$ cat src/rtl/biquad_pkg.sv
package biquad_pkg;
  localparam int unsigned NTAPS = 5;

  typedef enum logic [1:0] {
    ST_IDLE = 2'd0,
    ST_MAC  = 2'd1,
    ST_OUT  = 2'd2
  } bq_state_e;
endpackage

$ cat src/rtl/biquad_ctrl.sv
module biquad_ctrl
  import biquad_pkg::*;
#(
  parameter int unsigned SW = 3
) (
  input  logic          clk_i,
  input  logic          rst_ni,
  input  logic          in_valid_i,
  input  logic          out_ready_i,
  output logic          in_ready_o,
  output logic          out_valid_o,
  output logic          load_o,
  output logic          mac_en_o,
  output logic          shift_o,
  output logic [SW-1:0] step_o
);
  localparam logic [SW-1:0] LAST = SW'(NTAPS - 1);

  bq_state_e     state_q;
  logic [SW-1:0] step_q;

  always_ff @(posedge clk_i or negedge rst_ni) begin
    if (!rst_ni) begin
      state_q <= ST_IDLE;
      step_q  <= '0;
    end else begin
      case (state_q)
        ST_IDLE: if (in_valid_i) begin
          state_q <= ST_MAC;
          step_q  <= '0;
        end
        ST_MAC: begin
          if (step_q == LAST) state_q <= ST_OUT;
          else                step_q  <= step_q + 1'b1;
        end
        ST_OUT: if (out_ready_i) state_q <= ST_IDLE;
        default: state_q <= ST_IDLE;
      endcase
    end
  end

  assign in_ready_o  = (state_q == ST_IDLE);
  assign out_valid_o = (state_q == ST_OUT);
  assign load_o      = in_ready_o && in_valid_i;
  assign mac_en_o    = (state_q == ST_MAC);
  assign shift_o     = out_valid_o && out_ready_i;
  assign step_o      = step_q;
endmodule

$ cat src/rtl/biquad_mac.sv
module biquad_mac #(
  parameter int unsigned DW = 32,
  parameter int unsigned SW = 3
) (
  input  logic          clk_i,
  input  logic          rst_ni,
  input  logic          load_i,
  input  logic          mac_en_i,
  input  logic [SW-1:0] step_i,
  input  logic [DW-1:0] b0_i,
  input  logic [DW-1:0] b1_i,
  input  logic [DW-1:0] b2_i,
  input  logic [DW-1:0] fb1_i,
  input  logic [DW-1:0] fb2_i,
  input  logic [DW-1:0] round_i,
  input  logic [DW-1:0] x0_i,
  input  logic [DW-1:0] x1_i,
  input  logic [DW-1:0] x2_i,
  input  logic [DW-1:0] y1_i,
  input  logic [DW-1:0] y2_i,
  output logic [DW-1:0] acc_hi_o
);
  localparam int unsigned AW = 2 * DW;

  logic [DW-1:0] op_c, op_d;
  logic [AW-1:0] prod, acc_q;

  // step order: three feed-forward taps, then the two feedback taps
  always_comb begin
    case (step_i)
      SW'(0):  begin op_c = b0_i;  op_d = x0_i; end
      SW'(1):  begin op_c = b1_i;  op_d = x1_i; end
      SW'(2):  begin op_c = b2_i;  op_d = x2_i; end
      SW'(3):  begin op_c = fb1_i; op_d = {y1_i[DW-2:0], 1'b0}; end
      default: begin op_c = fb2_i; op_d = y2_i; end
    endcase
  end

  assign prod = AW'($signed(op_c) * $signed(op_d));

  always_ff @(posedge clk_i or negedge rst_ni) begin
    if (!rst_ni)       acc_q <= '0;
    else if (load_i)   acc_q <= {{DW{1'b0}}, round_i};
    else if (mac_en_i) acc_q <= acc_q + prod;
  end

  assign acc_hi_o = acc_q[AW-1:DW];
endmodule

$ cat src/rtl/biquad_hist.sv
module biquad_hist #(
  parameter int unsigned DW = 32
) (
  input  logic          clk_i,
  input  logic          rst_ni,
  input  logic          load_i,
  input  logic          shift_i,
  input  logic [DW-1:0] in_data_i,
  input  logic [DW-1:0] acc_hi_i,
  output logic [DW-1:0] x0_o,
  output logic [DW-1:0] x1_o,
  output logic [DW-1:0] x2_o,
  output logic [DW-1:0] y1_o,
  output logic [DW-1:0] y2_o,
  output logic [DW-1:0] y_o
);
  localparam logic [DW-1:0] POS_MAX = {1'b0, {(DW-1){1'b1}}};
  localparam logic [DW-1:0] NEG_MIN = {1'b1, {(DW-1){1'b0}}};

  logic [DW-1:0] x0_q, x1_q, x2_q, y1_q, y2_q;

  // doubling overflows when the two top bits of the high word differ
  always_comb begin
    if (acc_hi_i[DW-1] != acc_hi_i[DW-2])
      y_o = acc_hi_i[DW-1] ? NEG_MIN : POS_MAX;
    else
      y_o = {acc_hi_i[DW-2:0], 1'b0};
  end

  always_ff @(posedge clk_i or negedge rst_ni) begin
    if (!rst_ni) begin
      x0_q <= '0; x1_q <= '0; x2_q <= '0;
      y1_q <= '0; y2_q <= '0;
    end else begin
      if (load_i) x0_q <= in_data_i;
      if (shift_i) begin
        x1_q <= x0_q;
        x2_q <= x1_q;
        y1_q <= y_o;
        y2_q <= y1_q;
      end
    end
  end

  assign x0_o = x0_q;
  assign x1_o = x1_q;
  assign x2_o = x2_q;
  assign y1_o = y1_q;
  assign y2_o = y2_q;
endmodule

$ cat src/rtl/biquad_section.sv
module biquad_section
  import biquad_pkg::*;
#(
  parameter int unsigned DW = 32
) (
  input  logic          clk_i,
  input  logic          rst_ni,
  input  logic [DW-1:0] b0_i,
  input  logic [DW-1:0] b1_i,
  input  logic [DW-1:0] b2_i,
  input  logic [DW-1:0] fb1_i,
  input  logic [DW-1:0] fb2_i,
  input  logic [DW-1:0] round_i,
  input  logic          in_valid_i,
  output logic          in_ready_o,
  input  logic [DW-1:0] in_data_i,
  output logic          out_valid_o,
  input  logic          out_ready_i,
  output logic [DW-1:0] out_data_o
);
  localparam int unsigned SW = $clog2(NTAPS);

  logic          load, mac_en, shift;
  logic [SW-1:0] step;
  logic [DW-1:0] acc_hi, x0, x1, x2, y1, y2;

  biquad_ctrl #(.SW(SW)) u_ctrl (
    .clk_i, .rst_ni, .in_valid_i, .out_ready_i,
    .in_ready_o, .out_valid_o,
    .load_o(load), .mac_en_o(mac_en), .shift_o(shift), .step_o(step)
  );

  biquad_mac #(.DW(DW), .SW(SW)) u_mac (
    .clk_i, .rst_ni, .load_i(load), .mac_en_i(mac_en), .step_i(step),
    .b0_i, .b1_i, .b2_i, .fb1_i, .fb2_i, .round_i,
    .x0_i(x0), .x1_i(x1), .x2_i(x2), .y1_i(y1), .y2_i(y2),
    .acc_hi_o(acc_hi)
  );

  biquad_hist #(.DW(DW)) u_hist (
    .clk_i, .rst_ni, .load_i(load), .shift_i(shift),
    .in_data_i, .acc_hi_i(acc_hi),
    .x0_o(x0), .x1_o(x1), .x2_o(x2), .y1_o(y1), .y2_o(y2),
    .y_o(out_data_o)
  );
endmodule

$ cat config.mk
export PLATFORM = sky130hd
export DESIGN_NAME = biquad_section
export DESIGN_NICKNAME = d
export VERILOG_FILES = /design/src/rtl/biquad_pkg.sv /design/src/rtl/biquad_ctrl.sv /design/src/rtl/biquad_mac.sv /design/src/rtl/biquad_hist.sv /design/src/rtl/biquad_section.sv
export SDC_FILE = /design/constraint.sdc
export NUM_CORES = 2
export LEC_CHECK = 0
export BUFFER_PORTS_ARGS = -buffer_cell sky130_fd_sc_hd__buf_2
export CORE_AREA = 8 8 331 333
export CTS_BUF_LIST = sky130_fd_sc_hd__clkbuf_8
export DETAILED_ROUTE_END_ITERATION = 6
export DIE_AREA = 0 0 339 341
export PLACE_DENSITY = 0.67
export SYNTH_ARGS = -nofsm -noshare
export SYNTH_HDL_FRONTEND = slang
export SYNTH_HIERARCHICAL = 1
export SYNTH_SLANG_ARGS = --single-unit
export TNS_END_PERCENT = 100
$ cat constraint.sdc
create_clock -name clk_i -period 13.6 [get_ports clk_i]
set_input_delay 2.72 -clock clk_i [delete_from_list [all_inputs] [get_ports clk_i]]
set_output_delay 2.72 -clock clk_i [all_outputs]
set_load 0.01 [all_outputs]
==> results summary <==
The number of iterations in the first detailed-routing pass is 7. For this design, the sink count on the clock tree is 229. In this run the top signal layer used is met4.

Using the TritonRoute via totals, the vias-per-cell ratio works out to 5.589. The post-route clock period utilization is 0.8563. The post-synthesis net count came out at 6946. The number of violations reported at the end of detailed-routing iteration 0 is 3016. The actual transition at the worst max-transition pin is 1.254 ns. The cell chosen for the clock root is clkbuf_8. After clock tree synthesis, the clock-pin slew on the worst setup and hold paths is ~0.06 ns. A synthesized cell averages 9.762 um^2. The congestion estimate from routability-driven global placement came to 0.9557. The number of synthesized register bits came out at approximately 230. The number of buffers created by CTS came out at 37.

The post-synthesis to final-layout area growth came out at 6.635%. The count of placed standard cells in the final layout, fillers left out is 6812. The worst setup path category is input port to flop. The tightest min-delay check is of the flop to flop type.

The average wire per cell in the routed design came out at 23.62 um. The die outline width is ~340 um. The share of final-layout standard cells stronger than drive strength 1 came out at 0.1316. The register area share after synthesis is 0.1111. The number of flops mapped to enable cells by yosys came out at 0. The total wire length came out at roughly 160000 um. Across the run, the number of max-cap violations was 0. The met2 wirelength from detailed routing is 77850 um. In the layout the commonest cells are 1284 x inv_1, 1210 x fa_1, 607 x nand2_1.

The xor and xnor area share after synthesis came out at 0.01036. The final number of setup-violating endpoints is 0. In this run the deepest clock path goes through 3 buffers. The sum of negative setup slack came out at 0 ns. Along the worst path, the maximum fanout reaches 21. The clock tree from TritonCTS is done. The insertion delay to the later sink of the worst-skew pair is just under 0.6 ns. The number of hold buffers added after CTS was 0. For this design, the slowest cell found on the critical path is a2111o_1.

The worst setup path is launched from an input port. The checks that failed: DRC. The half-perimeter wire length of the detailed placement result came out at ~130000 um. The most used flip-flop cell after synthesis is dfrtp_1. The count of standard-cell rows is 119.

The number of vias in the routed layout is about 38000. The starting density of the core is 0.4943. Synthesis instantiated 77 different standard cells from the library.

The die height came out at 341 um. The H-tree generated during clock tree synthesis spans 2 levels. Data on the critical path arrives at its endpoint at between 10 and 15 ns. Entering global routing, the biggest net connects 134 pins. Synthesis produced a netlist whose cell count is 5285. The number of buffers and inverters on the critical path came out at 8. The worst pin sits at a relative slew slack of 0.1475. The total of cells resized after clock tree synthesis came out at 0. The total routing resource utilization after global routing came out at 0.2812. The complex-gate fraction of the synthesized area was 0.04302.

Buffers added to address setup during post-CTS repair amount to 0. The kind of cell with the highest combined delay along the critical path is adder cells. The DRC violation count after routing is 3. The largest single stage delay on the critical path is 0.61 ns. The sum of met3 wire segment lengths after detailed routing came out at roughly 13000 um. The maximum clock skew at final layout came out at 0.04333 ns. By area, the combinational part of the netlist is dominated by adder cells.

The highest clock frequency the design can meet is 0.08587 GHz. The most frequent cell on the critical path is fa_1. The placeable core region came out at 104400 um^2. The post-route minimum period is 11.65 ns.

The initial antenna violation count is 9. Setup repair after global routing left no endpoint under its margin. The wire length of the first global-routing pass is between 200000 and 250000 um. The die covers 115600 um^2. The proportion of synthesized flip-flops having asynchronous set or reset is 1.000. The mapped netlist covers 51590 um^2. The number of nets in the final layout came out at 7053.

The number of endpoints with negative hold slack in the final report was 0. The count of buffers added on input and output ports is 261. The number of ports placed on the die boundary is 262. The share of synthesized cell area in full adder, half adder and majority cells is 0.5236. The number of placed instances with taps included is roughly 6700. The final count of pins violating max slew came to 0. The number of synthesis warnings came out at 6. The via count of the first global-routing pass is between 40000 and 50000. The number of nets still failing antenna checks after routing is 0.

Of the total synthesized cell area, the portion taken by AND, OR, NAND and NOR gates is 0.1094. The post-route met1 wirelength came out at 58570 um. The global route total overflow came out at 0. The flow ran to the end, but the final reports show violations. The worst setup path is captured at a flop. The portion of synthesized area spent on multiplexers is 0.08602. The library cell used most frequently in the layout, excluding fill and tap cells, is inv_1. STA puts the critical path data required time at 13.99 ns.
metrics by stage:
step                      area [um^2]  worst slack, ns  hold WS [ns]  utilization
after floorplan                 51590            1.851        0.4703            -
after global placement          54260            1.677        0.4825       0.5198
after detailed placement        54260            1.603        0.4916       0.5198
after CTS                       55010            2.196        0.4742       0.5270
after global routing            55010            1.689        0.5190       0.5270
final                           55020            1.955        0.4997       0.5271
cell families after synthesis:
kind of cell | after synthesis
AOI/OAI and AO/OA | 325
xor gates and xnor gates | 61
adders and majority gates | 1433
buffers and inverters | 1544
DFF | 229
muxes | 341
and+or+nand+nor | 1352
cell usage after synthesis, types with 17 or more instances:
| cell | n | area share |
|---|---|---|
| a21o_1 | 49 | 0.0071 |
| a21oi_1 | 80 | 0.0078 |
| a31o_1 | 17 | 0.0029 |
| and2_1 | 48 | 0.0058 |
| buf_1 | 27 | 0.0020 |
| buf_4 | 36 | 0.0052 |
| clkbuf_1 | 190 | 0.014 |
| dfrtp_1 | 229 | 0.11 |
| fa_1 | 1210 | 0.47 |
| ha_1 | 223 | 0.054 |
| inv_1 | 1270 | 0.092 |
| mux2_2 | 187 | 0.041 |
| mux2i_1 | 89 | 0.017 |
| mux4_2 | 63 | 0.028 |
| nand2_1 | 608 | 0.044 |
| nand2b_1 | 53 | 0.0064 |
| nor2_1 | 512 | 0.037 |
| nor2b_1 | 41 | 0.0050 |
| nor3_1 | 23 | 0.0022 |
| o21ai_0 | 61 | 0.0059 |
| xnor2_1 | 40 | 0.0068 |
| xor2_1 | 21 | 0.0036 |
final timing paths:
kind	cells past startpoint	start	end	slack [ns]
min in group asynchronous	1	rst_ni	u_hist/x1_o[26]	2.24
max in group asynchronous	2	rst_ni	u_hist/y2_o[6]	9.99
max	27	fb1_i[31]	u_mac/acc_q[61]	1.95
min reg2reg	1	u_hist/x2_o[26]	u_hist/x2_o[26]	0.50
min	1	u_hist/x2_o[26]	u_hist/x2_o[26]	0.50
max reg2reg	26	u_ctrl/step_o[1]	u_mac/acc_q[63]	2.73
worst register-to-register path, cell delays in order, from the launching register on:
cell      delay, ns
dfrtp_4        1.02
buf_4          0.44
mux4_2         0.58
mux2i_2        0.97
nor2_1         0.23
fa_1           0.54
fa_1           0.55
inv_1          0.06
fa_1           0.54
inv_1          0.05
fa_1           0.51
fa_1           0.57
fa_1           0.42
fa_1           0.49
inv_1          0.05
fa_1           0.52
inv_1          0.06
ha_1           0.37
a21oi_1        0.22
o21ai_1        0.15
a21oi_1        0.24
o21ai_0        0.22
a221oi_1       0.74
a2111o_1       0.37
a211oi_2       0.11
or4_1          0.47
a311oi_1       0.27
cell type report:
type / count / area [um^2]
Multi-Input combinational cell: 3512 / 40090
Inverter: 1271 / 4771
Sequential cell: 229 / 5742
Tap cell: 1391 / 1740
Fill cell: 9497 / 49360
Clock inverter: 21 / 146.4
Timing Repair Buffer: 341 / 1917
Antenna cell: 3 / 7.507
Clock buffer: 44 / 605.6
flip-flops by register name, indices dropped and copies added, names as in the netlist:
signal	count
u_ctrl/state_q	2
u_ctrl/step_o	3
u_hist/x0_o	32
u_hist/x1_o	32
u_hist/x2_o	32
u_hist/y1_o	32
u_hist/y2_o	32
u_mac/acc_q	64
per-layer routing:
metal  track usage  up-vias
met4        0.1538        0
met2        0.4713     1877
met3       0.05214      543
li1              -    15862
met1        0.3447    19788
met5             0        -
Power is not shown: default switching activity piles up to over one toggle a cycle in this logic, so the estimate is an artifact.
